--- src/rtl/rsp_pkg.sv ---
package rsp_pkg;
  typedef enum logic [0:0] {
    SH_IDLE = 1'b0,
    SH_RUN  = 1'b1
  } sh_state_t;
endpackage

--- src/rtl/rsp_sync.sv ---
module rsp_sync #(
  parameter int            STAGES = 2,
  parameter int            W      = 1,
  parameter logic [W-1:0]  INIT   = '0
) (
  input  logic         clk,
  input  logic         rst,
  input  logic [W-1:0] d,
  output logic [W-1:0] q
);
  logic [W-1:0] stg [STAGES];

  always_ff @(posedge clk) begin
    if (rst) begin
      for (int i = 0; i < STAGES; i++) stg[i] <= INIT;
    end else begin
      stg[0] <= d;
      for (int i = 1; i < STAGES; i++) stg[i] <= stg[i-1];
    end
  end

  assign q = stg[STAGES-1];
endmodule

--- src/rtl/rsp_result_hold.sv ---
module rsp_result_hold #(
  parameter int WORD_W   = 16,
  parameter int HOLD_CYC = 4
) (
  input  logic              clk,
  input  logic              rst,
  input  logic              strobe,
  input  logic [WORD_W-1:0] word_in,
  input  logic              busy,
  input  logic              consume,
  output logic              load_go,
  output logic [WORD_W-1:0] out_word,
  output logic              ready_n
);
  localparam int CW = $clog2(HOLD_CYC + 1);

  logic [CW-1:0]     win_cnt, win_nx;
  logic              unread, unread_nx;
  logic [WORD_W-1:0] pend_word;
  logic              pend_valid;

  // a new word may only enter the output register between transfers
  assign load_go = !busy && (strobe || pend_valid);

  always_comb begin
    unread_nx = unread;
    win_nx    = win_cnt;
    if (load_go) begin
      unread_nx = 1'b1;
      win_nx    = CW'(HOLD_CYC);
    end else begin
      if (consume) unread_nx = 1'b0;
      if (win_cnt != '0) win_nx = win_cnt - CW'(1);
    end
  end

  always_ff @(posedge clk) begin
    if (rst) begin
      win_cnt    <= '0;
      unread     <= 1'b0;
      pend_word  <= '0;
      pend_valid <= 1'b0;
      out_word   <= '0;
      ready_n    <= 1'b1;
    end else begin
      win_cnt <= win_nx;
      unread  <= unread_nx;
      ready_n <= !(unread_nx && (win_nx == '0));
      if (load_go) begin
        out_word   <= strobe ? word_in : pend_word;
        pend_valid <= 1'b0;
      end else if (strobe) begin
        pend_word  <= word_in;
        pend_valid <= 1'b1;
      end
    end
  end
endmodule

--- src/rtl/rsp_clk_gen.sv ---
module rsp_clk_gen #(
  parameter int HI_CYC = 1,
  parameter int LO_CYC = 3
) (
  input  logic clk,
  input  logic rst,
  input  logic run,
  output logic lvl,
  output logic fall
);
  localparam int MAXC = (HI_CYC > LO_CYC) ? HI_CYC : LO_CYC;
  localparam int PW   = (MAXC < 2) ? 1 : $clog2(MAXC);

  logic [PW-1:0] cnt;

  // last high cycle: the level drops at the coming edge
  assign fall = run && lvl && (cnt == PW'(HI_CYC - 1));

  always_ff @(posedge clk) begin
    if (rst || !run) begin
      lvl <= 1'b0;
      cnt <= '0;
    end else if (!lvl) begin
      if (cnt == PW'(LO_CYC - 1)) begin
        lvl <= 1'b1;
        cnt <= '0;
      end else begin
        cnt <= cnt + PW'(1);
      end
    end else begin
      if (cnt == PW'(HI_CYC - 1)) begin
        lvl <= 1'b0;
        cnt <= '0;
      end else begin
        cnt <= cnt + PW'(1);
      end
    end
  end
endmodule

--- src/rtl/rsp_shifter.sv ---
module rsp_shifter
  import rsp_pkg::*;
#(
  parameter int WORD_W = 16
) (
  input  logic              clk,
  input  logic              rst,
  input  logic              sel_low,
  input  logic              host_mode,
  input  logic              host_fall,
  input  logic              gen_fall,
  input  logic              ready_n,
  input  logic              load_go,
  input  logic [WORD_W-1:0] word,
  output logic              dout,
  output logic              dout_en,
  output logic              clk_en,
  output logic              busy,
  output logic              consume,
  output logic              self_run
);
  localparam int IW = $clog2(WORD_W);

  sh_state_t         st;
  logic [WORD_W-1:0] sreg;
  logic [IW-1:0]     left;
  logic              mode_q;
  logic              quit;
  logic              start, bit_end;

  assign start    = (st == SH_IDLE) && sel_low && !ready_n && !load_go;
  assign bit_end  = (st == SH_RUN) && (mode_q ? host_fall : gen_fall);
  assign busy     = (st == SH_RUN);
  assign consume  = bit_end && (left == '0);
  assign self_run = (st == SH_RUN) && !mode_q;

  always_ff @(posedge clk) begin
    if (rst) begin
      st      <= SH_IDLE;
      sreg    <= '0;
      left    <= '0;
      mode_q  <= 1'b0;
      quit    <= 1'b0;
      dout    <= 1'b0;
      dout_en <= 1'b0;
      clk_en  <= 1'b0;
    end else begin
      case (st)
        SH_IDLE: begin
          if (start) begin
            st      <= SH_RUN;
            mode_q  <= host_mode;
            sreg    <= word << 1;
            dout    <= word[WORD_W-1];
            dout_en <= 1'b1;
            clk_en  <= !host_mode;
            left    <= IW'(WORD_W - 1);
            quit    <= 1'b0;
          end
        end
        SH_RUN: begin
          if (!sel_low) quit <= 1'b1;
          if (bit_end) begin
            if ((left == '0) || quit || !sel_low) begin
              st      <= SH_IDLE;
              dout    <= 1'b0;
              dout_en <= 1'b0;
              clk_en  <= 1'b0;
            end else begin
              dout <= sreg[WORD_W-1];
              sreg <= sreg << 1;
              left <= left - IW'(1);
            end
          end
        end
        default: st <= SH_IDLE;
      endcase
    end
  end
endmodule

--- src/rtl/result_serial_port.sv ---
module result_serial_port #(
  parameter int WORD_W      = 16,
  parameter int HOLD_CYC    = 4,
  parameter int SYNC_STAGES = 2,
  parameter int CLK_HI_CYC  = 1,
  parameter int CLK_LO_CYC  = 3
) (
  input  logic              clk,
  input  logic              rst,
  input  logic              host_clk_mode,
  input  logic [WORD_W-1:0] result_word,
  input  logic              result_strobe,
  input  logic              sel_n,
  input  logic              ser_clk_in,
  output logic              ser_dout,
  output logic              ser_dout_en,
  output logic              ser_clk_out,
  output logic              ser_clk_en,
  output logic              word_ready_n
);
  logic [1:0]        sync_q;
  logic              sel_s, hclk_s, hclk_prev, host_fall;
  logic              busy, consume, load_go, self_run, gen_fall;
  logic [WORD_W-1:0] out_word;

  rsp_sync #(.STAGES(SYNC_STAGES), .W(2), .INIT(2'b01)) u_sync (
    .clk (clk),
    .rst (rst),
    .d   ({ser_clk_in, sel_n}),
    .q   (sync_q)
  );
  assign sel_s  = sync_q[0];
  assign hclk_s = sync_q[1];

  always_ff @(posedge clk) begin
    if (rst) hclk_prev <= 1'b0;
    else     hclk_prev <= hclk_s;
  end
  assign host_fall = hclk_prev && !hclk_s;

  rsp_result_hold #(.WORD_W(WORD_W), .HOLD_CYC(HOLD_CYC)) u_hold (
    .clk      (clk),
    .rst      (rst),
    .strobe   (result_strobe),
    .word_in  (result_word),
    .busy     (busy),
    .consume  (consume),
    .load_go  (load_go),
    .out_word (out_word),
    .ready_n  (word_ready_n)
  );

  rsp_clk_gen #(.HI_CYC(CLK_HI_CYC), .LO_CYC(CLK_LO_CYC)) u_gen (
    .clk  (clk),
    .rst  (rst),
    .run  (self_run),
    .lvl  (ser_clk_out),
    .fall (gen_fall)
  );

  rsp_shifter #(.WORD_W(WORD_W)) u_shift (
    .clk       (clk),
    .rst       (rst),
    .sel_low   (!sel_s),
    .host_mode (host_clk_mode),
    .host_fall (host_fall),
    .gen_fall  (gen_fall),
    .ready_n   (word_ready_n),
    .load_go   (load_go),
    .word      (out_word),
    .dout      (ser_dout),
    .dout_en   (ser_dout_en),
    .clk_en    (ser_clk_en),
    .busy      (busy),
    .consume   (consume),
    .self_run  (self_run)
  );
endmodule

--- config.mk ---
export PLATFORM = sky130hd
export DESIGN_NAME = result_serial_port
export DESIGN_NICKNAME = d
export VERILOG_FILES = /design/src/rtl/rsp_pkg.sv /design/src/rtl/rsp_sync.sv /design/src/rtl/rsp_result_hold.sv /design/src/rtl/rsp_clk_gen.sv /design/src/rtl/rsp_shifter.sv /design/src/rtl/result_serial_port.sv
export SDC_FILE = /design/constraint.sdc
export NUM_CORES = 1
export LEC_CHECK = 0
export CAP_MARGIN = 0
export CORE_MARGIN = 4
export CORE_UTILIZATION = 35
export CTS_BUF_LIST = sky130_fd_sc_hd__clkbuf_4 sky130_fd_sc_hd__clkbuf_8
export DETAILED_ROUTE_END_ITERATION = 16
export HOLD_SLACK_MARGIN = 0.08
export PLACE_DENSITY = 0.64
export SLEW_MARGIN = 10
export SYNTH_ARGS = -nofsm -noshare
export SYNTH_HDL_FRONTEND = slang
export SYNTH_SLANG_ARGS = --single-unit
--- constraint.sdc ---
create_clock -name clk -period 2.5 [get_ports clk]
set_input_delay 0.375 -clock clk [delete_from_list [all_inputs] [get_ports clk]]
set_output_delay 0.375 -clock clk [all_outputs]
set_load 0.03 [all_outputs]
After elaboration in Yosys (flattened, before gate mapping). Memory sizes are Yosys's and may differ from the RTL's. Index checks and enable logic that the tools add are counted.

Register bits: 68. Bits in latches: 0. Bits in writable memories: 4. ROM bits: 0. Input port bits: 22. Output and inout bits: 5. Word-level logic and storage cells: 106. Memories kept: 1.

Memories: u_sync.stg (depth 2, width 2, read ports 2, clocked after Yosys merged registers in 0, write ports 2, line rsp_sync.sv:11) `logic [W-1:0] stg [STAGES];`.

$add $sub $neg: 3. Multiply operators: 0. Divide/modulo/power cells: 0. Magnitude comparators: 0. Eq/ne operators: 6. Shift-type cells: 0. Multiplexer cells: 42. Bitwise logic cells: 3. Reduce and logical (&&, ||, !) cells: 34.

Operators with widths (count): 16-bit two-way mux (4); 16-bit case mux with 2 select lines (1); 1-bit two-way mux (21); 4-bit two-way mux (3); 1-bit logical AND (11); 2-bit two-way mux (5); 1-bit case mux with 2 select lines (5); 1-bit logical NOT (9); 2-bit != test (second input constant) (4); 4-bit case mux with 2 select lines (1); 3-bit two-way mux (2); 2-bit AND reduction (3); 3-bit AND reduction (2); 4-bit logical NOT (1); 1-bit logical OR (4); 4-bit by 1-bit subtractor with 4-bit output (second input constant) (1); 3-bit logical NOT (1); 3-bit nonzero test (1); 3-bit by 1-bit subtractor with 3-bit output (second input constant) (1); 2-bit by 1-bit adder with 2-bit output (second input constant) (1); 2-bit equality test (second input constant) (1); 2-bit logical NOT (1); 2-bit by 1-bit != test with 1-bit output (second input constant) (1); 1-bit bitwise OR (2); 2 further kinds (2).

Longest topological paths before layout. Gate-level depths: netlist of the first run.

Depth in word-level cells: 11. Depth in mapped cells: 8. Gate-level depth less buffers: 7.

Cells and area by module. Synthesis of the first run repeated with hierarchy kept, for this count alone.

Cells, all modules: 321. Area total of the unflattened synthesis: 3056.7 sq um.

Modules (own cells, without submodules): rsp_result_hold (times used 1, cells an instance 169, area each 1574.0 sq um); rsp_shifter (times used 1, cells an instance 122, area each 1163.6 sq um); rsp_clk_gen (times used 1, cells an instance 16, area each 160.2 sq um); rsp_sync (times used 1, cells an instance 10, area each 120.1 sq um); result_serial_port (times used 1, cells an instance 4, area each 38.8 sq um).

Least setup slack after synthesis of the first run. Ideal clock, no wire load.

Path type: flip-flop to flip-flop. Start point: register u_gen.cnt[0]. End point: register u_shift.sreg[7]. Library setup time: 0.132 ns. Data arrival time: 1.501 ns. Required time: 2.368 ns. Slack: 0.867 ns. Cell stages (with the launch flop): 9. Path buffers: 2. Clock period less this slack: 1.633 ns. Cells stage by stage: dfxtp_1 inv_1 ha_1 and4b_1 or2_1 buf_6 buf_8 a32oi_1 a21oi_1.

Cells in the longest elaborated chain, start to end: 6.

RTL lines: start, declared (line rsp_clk_gen.sv:14) `logic [PW-1:0] cnt;`; start signal, assigned (line rsp_clk_gen.sv:28) `cnt <= cnt + PW'(1);`; start signal, assigned (line rsp_clk_gen.sv:35) `cnt <= cnt + PW'(1);`; 2-bit logical NOT (line rsp_clk_gen.sv:17) `assign fall = run && lvl && (cnt == PW'(HI_CYC - 1));`; 1-bit logical AND (line rsp_clk_gen.sv:17); 1-bit two-way mux (line rsp_shifter.sv:32) `assign bit_end = (st == SH_RUN) && (mode_q ? host_fall : gen_fall);`; 1-bit logical AND (line rsp_shifter.sv:32); 2-bit != test (no line); 3-bit AND reduction (no line); end signal, assigned (line rsp_shifter.sv:53) `sreg <= word << 1;`; end signal, assigned (line rsp_shifter.sv:71) `sreg <= sreg << 1;`; end, declared (line rsp_shifter.sv:25) `logic [WORD_W-1:0] sreg;`.

Every way passes these cells. A chain may end at the register's enable or synchronous reset.

Worst setup path after layout of the first run.
Start point: register u_shift.left[0]. End point: register u_shift.dout.

Cells in the longest elaborated chain, start to end: 6.

RTL lines: start, declared (line rsp_shifter.sv:26) `logic [IW-1:0] left;`; start signal, assigned (line rsp_shifter.sv:57) `left <= IW'(WORD_W - 1);`; start signal, assigned (line rsp_shifter.sv:72) `left <= left - IW'(1);`; 4-bit logical NOT (line rsp_shifter.sv:64) `if ((left == '0) || quit || !sel_low) begin`; 1-bit logical OR (2 in series) (line rsp_shifter.sv:64); 1-bit two-way mux (line rsp_shifter.sv:64); 1-bit two-way mux (line rsp_shifter.sv:63) `if (bit_end) begin`; 1-bit case mux with 2 select lines (line rsp_shifter.sv:48) `case (st)`; end signal, assigned (line rsp_shifter.sv:54) `dout <= word[WORD_W-1];`; end signal, assigned (line rsp_shifter.sv:70) `dout <= sreg[WORD_W-1];`; end, declared (line rsp_shifter.sv:15) `output logic dout,`.

Every way passes these cells. The select of a mux whose other input is x is not followed.

==> results of run 1 <==
-- flip-flops by register name, indices dropped and copies added (netlist names), named ones only --
| name | cells |
|---|---|
| u_hold.unread | 1 |
| u_hold.pend_valid | 1 |
| u_gen.cnt | 2 |
| u_shift.dout_en | 1 |
| u_hold.ready_n | 1 |
| u_sync.stg | 4 |
| u_shift.clk_en | 1 |
| u_hold.win_cnt | 3 |
| u_shift.dout | 1 |
| u_hold.pend_word | 16 |
| u_shift.left | 4 |
| u_shift.quit | 1 |
| u_hold.out_word | 16 |
| u_shift.sreg | 15 |
| hclk_prev | 1 |
| u_shift.mode_q | 1 |
| u_shift.busy | 1 |
-- how the worst min path moves through the flow --
| stage | startpoint | slack [ns] | end |
|---|---|---|---|
| after floorplan | u_sync.stg[0][0] | 0.39 | u_sync.stg[0][2] |
| after global placement | u_sync.stg[0][0] | 0.39 | u_sync.stg[0][2] |
| after detailed placement | u_sync.stg[0][0] | 0.40 | u_sync.stg[0][2] |
| after CTS | u_sync.stg[0][0] | 0.42 | u_sync.stg[0][2] |
| after global routing | u_sync.stg[0][0] | 0.43 | u_sync.stg[0][2] |
| final | u_sync.stg[0][0] | 0.41 | u_sync.stg[0][2] |
-- power breakdown --
part           switching [mW]  internal, mW  total [mW]  leakage, nW
Sequential             0.0181          1.16        1.18        0.577
Clock                   0.405         0.420       0.825       0.0976
Combinational          0.0794        0.0780       0.157        0.563
Total                   0.503          1.66        2.16         1.24
-- cell usage in the layout, fill, tap and decap left out, types with 8 or more instances in the layout --
master           Yosys  final
mux2i_1             19     19
clkbuf_8             0     10
dfxtp_1             71     71
clkdlybuf4s50_1      0     25
nand2_1             38     38
a211oi_1            16     16
nand3_1             15     15
inv_1               11     11
a21oi_1             36     36
a32oi_1             14     14
ha_1                 8      8
nor2_1              26     26
-- synth_stat cells (all sizes together), types with 2 or more instances --
| master | count |
|---|---|
| a31oi | 2 |
| buf | 17 |
| nor3b | 2 |
| o211ai | 2 |
| a32oi | 14 |
| inv | 11 |
| clkbuf | 12 |
| a21oi | 36 |
| and3 | 2 |
| o21ai | 4 |
| nand2 | 38 |
| nand2b | 3 |
| and3b | 2 |
| mux2i | 19 |
| a311oi | 3 |
| nand3 | 15 |
| dfxtp | 71 |
| and2 | 2 |
| nor2 | 26 |
| or2 | 3 |
| ha | 8 |
| nor3 | 5 |
| a211oi | 16 |
| or3 | 5 |
| nor2b | 4 |
-- worst max-delay path: stages, from the launching register on --
cell	delay, ns
dfxtp_1	0.37
inv_1	0.07
ha_1	0.21
or3b_1	0.21
and2_1	0.63
a222oi_1	0.16
a311oi_1	0.29
-- cells by family (layout without fill, tap and decap cells) --
kind of cell / count (synthesis) / in the layout
flip-flops: 71 / 71
AND/OR/NAND/NOR: 110 / 110
XOR/XNOR: 1 / 1
multiplexers: 19 / 19
AO/OA/AOI/OAI: 82 / 82
buffers and inverters: 40 / 59
adder cells (fa/ha/maj): 8 / 8
-- through the flow --
step                worst slack [ns]  cells  cell area (µm²)  utilization
CTS                            0.463    455             3470        0.418
detailed placement             0.466    439             3290        0.397
finish                         0.467    455             3470        0.418
global route                   0.275    455             3470        0.418
global placement               0.467    439             3290        0.397
floorplan                      0.867    331             3030            -
-- routing by layer --
metal | track usage | up-vias
met2 | 0.186 | 37
li1 | - | 1205
met3 | 0.0332 | 9
met4 | 0.0603 | 0
met5 | 0 | -
met1 | 0.160 | 1005
-- layout make-up --
type	count	area (µm²)
clock buffers	13	160
clock inverters	3	18.8
fillers	794	4830
inverters	11	41.3
multi-input cells	220	1390
flip-flops and latches	71	1420
well taps	105	131
repair buffers	32	313
==> impl_metrics.json, run 1 <==
{
  "status": "finished clean",
  "ios": 27,
  "viasPerCell": 4.96,
  "wl_mm": 5.91,
  "path_clk_slew_ns": 0.07,
  "whs_ns": 0.413,
  "port_buffers": 26,
  "yosys.area_share.xor_xnor": 0.00289,
  "muxShareOfSynthArea": 0.0629,
  "die_area_mm2": 0.0102,
  "syn_to_final_growth_pct": 14.7,
  "ys_top_cells_by_area": "dfxtp_1 47%, mux2i_1 6.3%, a21oi_1 6.0%, nand2_1 4.7%, a32oi_1 4.1%",
  "grt_use_total": 0.123,
  "place.gp.congestion": 0.761,
  "die_h_um": 101,
  "synth_area_per_cell_um2": 9.14,
  "syn_nets": 361,
  "reg2reg_to": "u_shift.dout",
  "insertedDiodeCount": 0,
  "p_total_mw": 2.16,
  "synth_edf_count": 0,
  "endpoint": "u_shift.dout",
  "p_leak_nw": 1.24,
  "finalNetCount": 375,
  "synth-compound-area-share": 0.184,
  "startpoint_type": "flip-flop",
  "grt_pass1_vias": 2166,
  "ys_types": 42,
  "cts-resized-gates": 0,
  "reg2reg_from": "u_shift.left[0]",
  "drive_gt1_frac": 0.0886,
  "antenna_found_initial": 0,
  "synthAdderAreaFrac": 0.0331,
  "routedWlPerCell_um": 13.0,
  "criticalPathCategory": "flip-flop to flip-flop",
  "arrival_ns": 2.28,
  "min_path_cells": 1,
  "cts_buffers": 9,
  "fin_crit_ns": 2.03,
  "synth_flop_cell": "dfxtp_1",
  "synth_top_cell_area_share": 0.470,
  "ctsHtreeMaxLevel": 3,
  "dr.pass1.iters": 4,
  "ys_seq_area_frac": 0.470,
  "synth_top_family_by_area": "compound AO/OA/AOI/OAI gates",
  "grt_max_degree": 41,
  "drv_slew": 0,
  "top_layer": "met4",
  "critPathMaxFanout": 20,
  "num_vias": 2256,
  "grt_first_pass_wirelength_mm": 10.0,
  "slew_headroom": 0.499,
  "yosysWarnings": 0,
  "startpoint": "u_shift.left[0]",
  "synth_area_leader_cell": "dfxtp_1",
  "dp_hpwl_mm": 3.96,
  "root_buffer": "clkbuf_8",
  "cts_max_path_buffers": 2,
  "tritoncts": "done",
  "start_util": 0.365,
  "fin_crit_sh": 0.813,
  "clock_latency_ns": 0.34,
  "gr-total-overflow": 0,
  "crit_path_end_kind": "flip-flop",
  "postCtsSetupBuffers": 0,
  "crit_required_ns": 2.75,
  "finalHoldViolCount": 0,
  "hold_path.class": "flip-flop to flip-flop",
  "ctsHoldBuffers": 0,
  "async_flop_share": 0,
  "p_per_area_mw_per_mm2": 622,
  "r2r_slack_ns": 0.47,
  "ant_nets": 0,
  "yosys.area_share.simple": 0.175,
  "initialDrtViolationCount": 155,
  "setup_violations": 0,
  "maxCapViolCount": 0,
  "core_area_mm2": 0.00830,
  "drc": 0,
  "ir_worst_vdd_v": 0.000312,
  "ys_ff_latch": 71,
  "cts_sinks": 71,
  "rsz0062_at_grt": "false",
  "routed-wl-met3_um": 245,
  "die_w_um": 101,
  "r2r_cells": 6,
  "wl_met1_mm": 2.94,
  "worst_clock_skew_ns": 0.00567,
  "max_freq_mhz": 492,
  "wl_met2_mm": 2.62,
  "tightest_slew_ns": 0.752,
  "row_count": 33,
  "syn_inst": 331,
  "syn_area_mm2": 0.00303,
  "setup_tns_ns": 0
}
Power figures use the tool's default switching activity.
==> run 2, diff against run 1 <==
- PLACE_DENSITY: 0.64 -> 0.66
- clock period: 2.5 -> 1.7 ns (I/O delays scaled with it)
==> run 2 against run 1 <==
Final area increased by 10%. Non-clock buffer count increased by 28. Via count rose by 7.4%. Utilization is 4.2 points higher. Clock skew increased by 0.0046 ns. Hold slack worse by 0.13 ns. Worst setup slack got worse by 0.43 ns. Cell count up 6.2%. Sequential share of layout area is 3.7 points lower. Critical path type unchanged. Critical endpoint is now u_shift.sreg[9]. Largest power group unchanged.
==> impl_metrics.json, run 2 (synthesized netlist as in run 1, its figures left out) <==
{
  "gr-total-overflow": 0,
  "ios": 27,
  "final_common_cell": "dfxtp_1",
  "comb_power_share": 0.074,
  "cts_max_path_buffers": 2,
  "startpoint_type": "flip-flop",
  "drv_slew": 0,
  "wl_met2_mm": 2.87,
  "p_sw_uw": 797,
  "clkPwrFrac": 0.401,
  "fin_crit_sh": 0.977,
  "ir_worst_vdd_v": 0.000482,
  "rsz0062_at_grt": "true",
  "p_seq_frac": 0.525,
  "die_w_um": 101,
  "reg2reg_to": "u_shift.sreg[9]",
  "worst-path-buf-inv": 3,
  "tightest_slew_ns": 0.371,
  "reg2reg_from": "u_shift.left[1]",
  "slowest_delay_ns": 0.38,
  "p_per_area_mw_per_mm2": 864,
  "finalHoldViolCount": 0,
  "routedWlPerCell_um": 12.8,
  "insertedDiodeCount": 0,
  "wl_mm": 6.19,
  "ctsHtreeMaxLevel": 3,
  "grt_use_total": 0.127,
  "core_area_mm2": 0.00830,
  "drive_gt1_frac": 0.204,
  "syn_to_final_growth_pct": 26.3,
  "top_layer": "met4",
  "viasPerCell": 5.02,
  "initialDrtViolationCount": 80,
  "setup_violations": 0,
  "grt_first_pass_wirelength_mm": 10.4,
  "place.gp.congestion": 0.778,
  "r2r_cells": 8,
  "row_count": 33,
  "p_leak_nw": 1.41,
  "clock_latency_ns": 0.35,
  "tritoncts": "done",
  "crit_path_end_kind": "flip-flop",
  "hold_start": "rst",
  "num_vias": 2423,
  "slew_headroom": 0.753,
  "maxCapViolCount": 0,
  "largestRegisters": "u_hold.out_word: 16 flops, u_hold.pend_word: 16 flops, u_shift.sreg: 15 flops",
  "cts_buffers": 9,
  "grt_max_degree": 35,
  "status": "finished clean",
  "root_buffer": "clkbuf_8",
  "worst_clock_skew_ns": 0.0102,
  "routed-wl-met3_um": 274,
  "p_sw_frac": 0.241,
  "criticalPathCategory": "flip-flop to flip-flop",
  "start_util": 0.365,
  "drc": 0,
  "crit_path_top_delay_cell": "or3b_4",
  "max_freq_mhz": 602,
  "r2r_slack_ns": 0.04,
  "ctsHoldBuffers": 0,
  "grt_pass1_vias": 2315,
  "final_cell_mix": "68 x dfxtp_1, 38 x nand2_1, 34 x a21oi_1, 26 x nor2_1, 26 x buf_4",
  "dp_hpwl_mm": 4.18,
  "die_h_um": 101,
  "hold_path_end": "u_sync.stg[0][1]",
  "wl_met1_mm": 2.90,
  "antenna_found_initial": 0,
  "critPathMaxFanout": 9,
  "ant_nets": 0,
  "crit_required_ns": 1.98,
  "port_buffers": 26,
  "hold_path.class": "primary input to flip-flop",
  "placed_area_mm2": 0.00348,
  "cts_sinks": 71,
  "p_int_mw": 2.51,
  "dr.pass1.iters": 4,
  "path_clk_slew_ns": 0.08,
  "die_area_mm2": 0.0102,
  "fin_crit_ns": 1.66,
  "crit_family": "simple AND/OR/NAND/NOR gates",
  "design_area_mm2": 0.00382,
  "finalNetCount": 403,
  "whs_ns": 0.281,
  "min_path_cells": 2,
  "arrival_ns": 1.94,
  "path_cells": "inv_2 > ha_4 > or3b_4 > buf_4 > o211ai_4 > buf_6 > nand3_1 > a21oi_2"
}
run 2: cell type report:
cell class              count  area (µm²)
inverters                  11        41.3
well taps                 105         131
flip-flops and latches     71        1430
multi-input cells         220        1460
clock buffers               9         124
repair buffers             60         569
clock inverters             7        73.8
fillers                   771        4480
run 2: metal layers:
metal  vias up  global-route usage
met3        11              0.0318
met1      1112               0.152
met4         0              0.0716
met5         -                   0
li1       1256                   -
met2        44               0.207
run 2: power groups by stage:
stage / logic, mW / registers [mW] / clock network (mW)
after detailed placement: 0.242 / 1.77 / 0
after global placement: 0.237 / 1.77 / 0
after CTS: 0.244 / 1.73 / 1.37
after floorplan: 0.147 / 1.77 / 0
after global routing: 0.274 / 1.74 / 1.45
final: 0.245 / 1.73 / 1.33
run 2: worst max path at each step:
| stage | startpoint | cells past startpoint | slack [ns] | to |
|---|---|---|---|---|
| floorplan | u_gen.cnt[0] | 8 | 0.07 | u_shift.sreg[7] |
| global placement | result_strobe | 5 | -0.06 | u_shift.dout |
| detailed placement | result_strobe | 5 | -0.07 | u_shift.dout |
| CTS | u_shift.left[1] | 7 | 0.0003 | u_shift.dout |
| global route | u_shift.left[0] | 8 | -0.06 | u_shift.sreg[9] |
| finish | u_shift.left[1] | 8 | 0.04 | u_shift.sreg[9] |
run 2: metrics by stage:
stage	setup TNS (ns)	total power [mW]	setup WS, ns	utilization	cells
6_report	0	3.30	0.0384	0.461	483
5_1_grt	-0.486	3.46	-0.0637	0.461	483
4_1_cts	0	3.34	0.000345	0.446	478
3_5_place_dp	-0.307	2.01	-0.0689	0.420	461
3_3_place_gp	-0.218	2.01	-0.0637	0.420	461
2_1_floorplan	0	1.91	0.0673	-	331
run 2: repair_timing:
item / CTS / global route
gates resized for setup: 8 / 21
pin swaps: 3 / 15
gates cloned: 0 / 1
buffers inserted: 1 / 4
setup endpoints to repair: 16 / 18
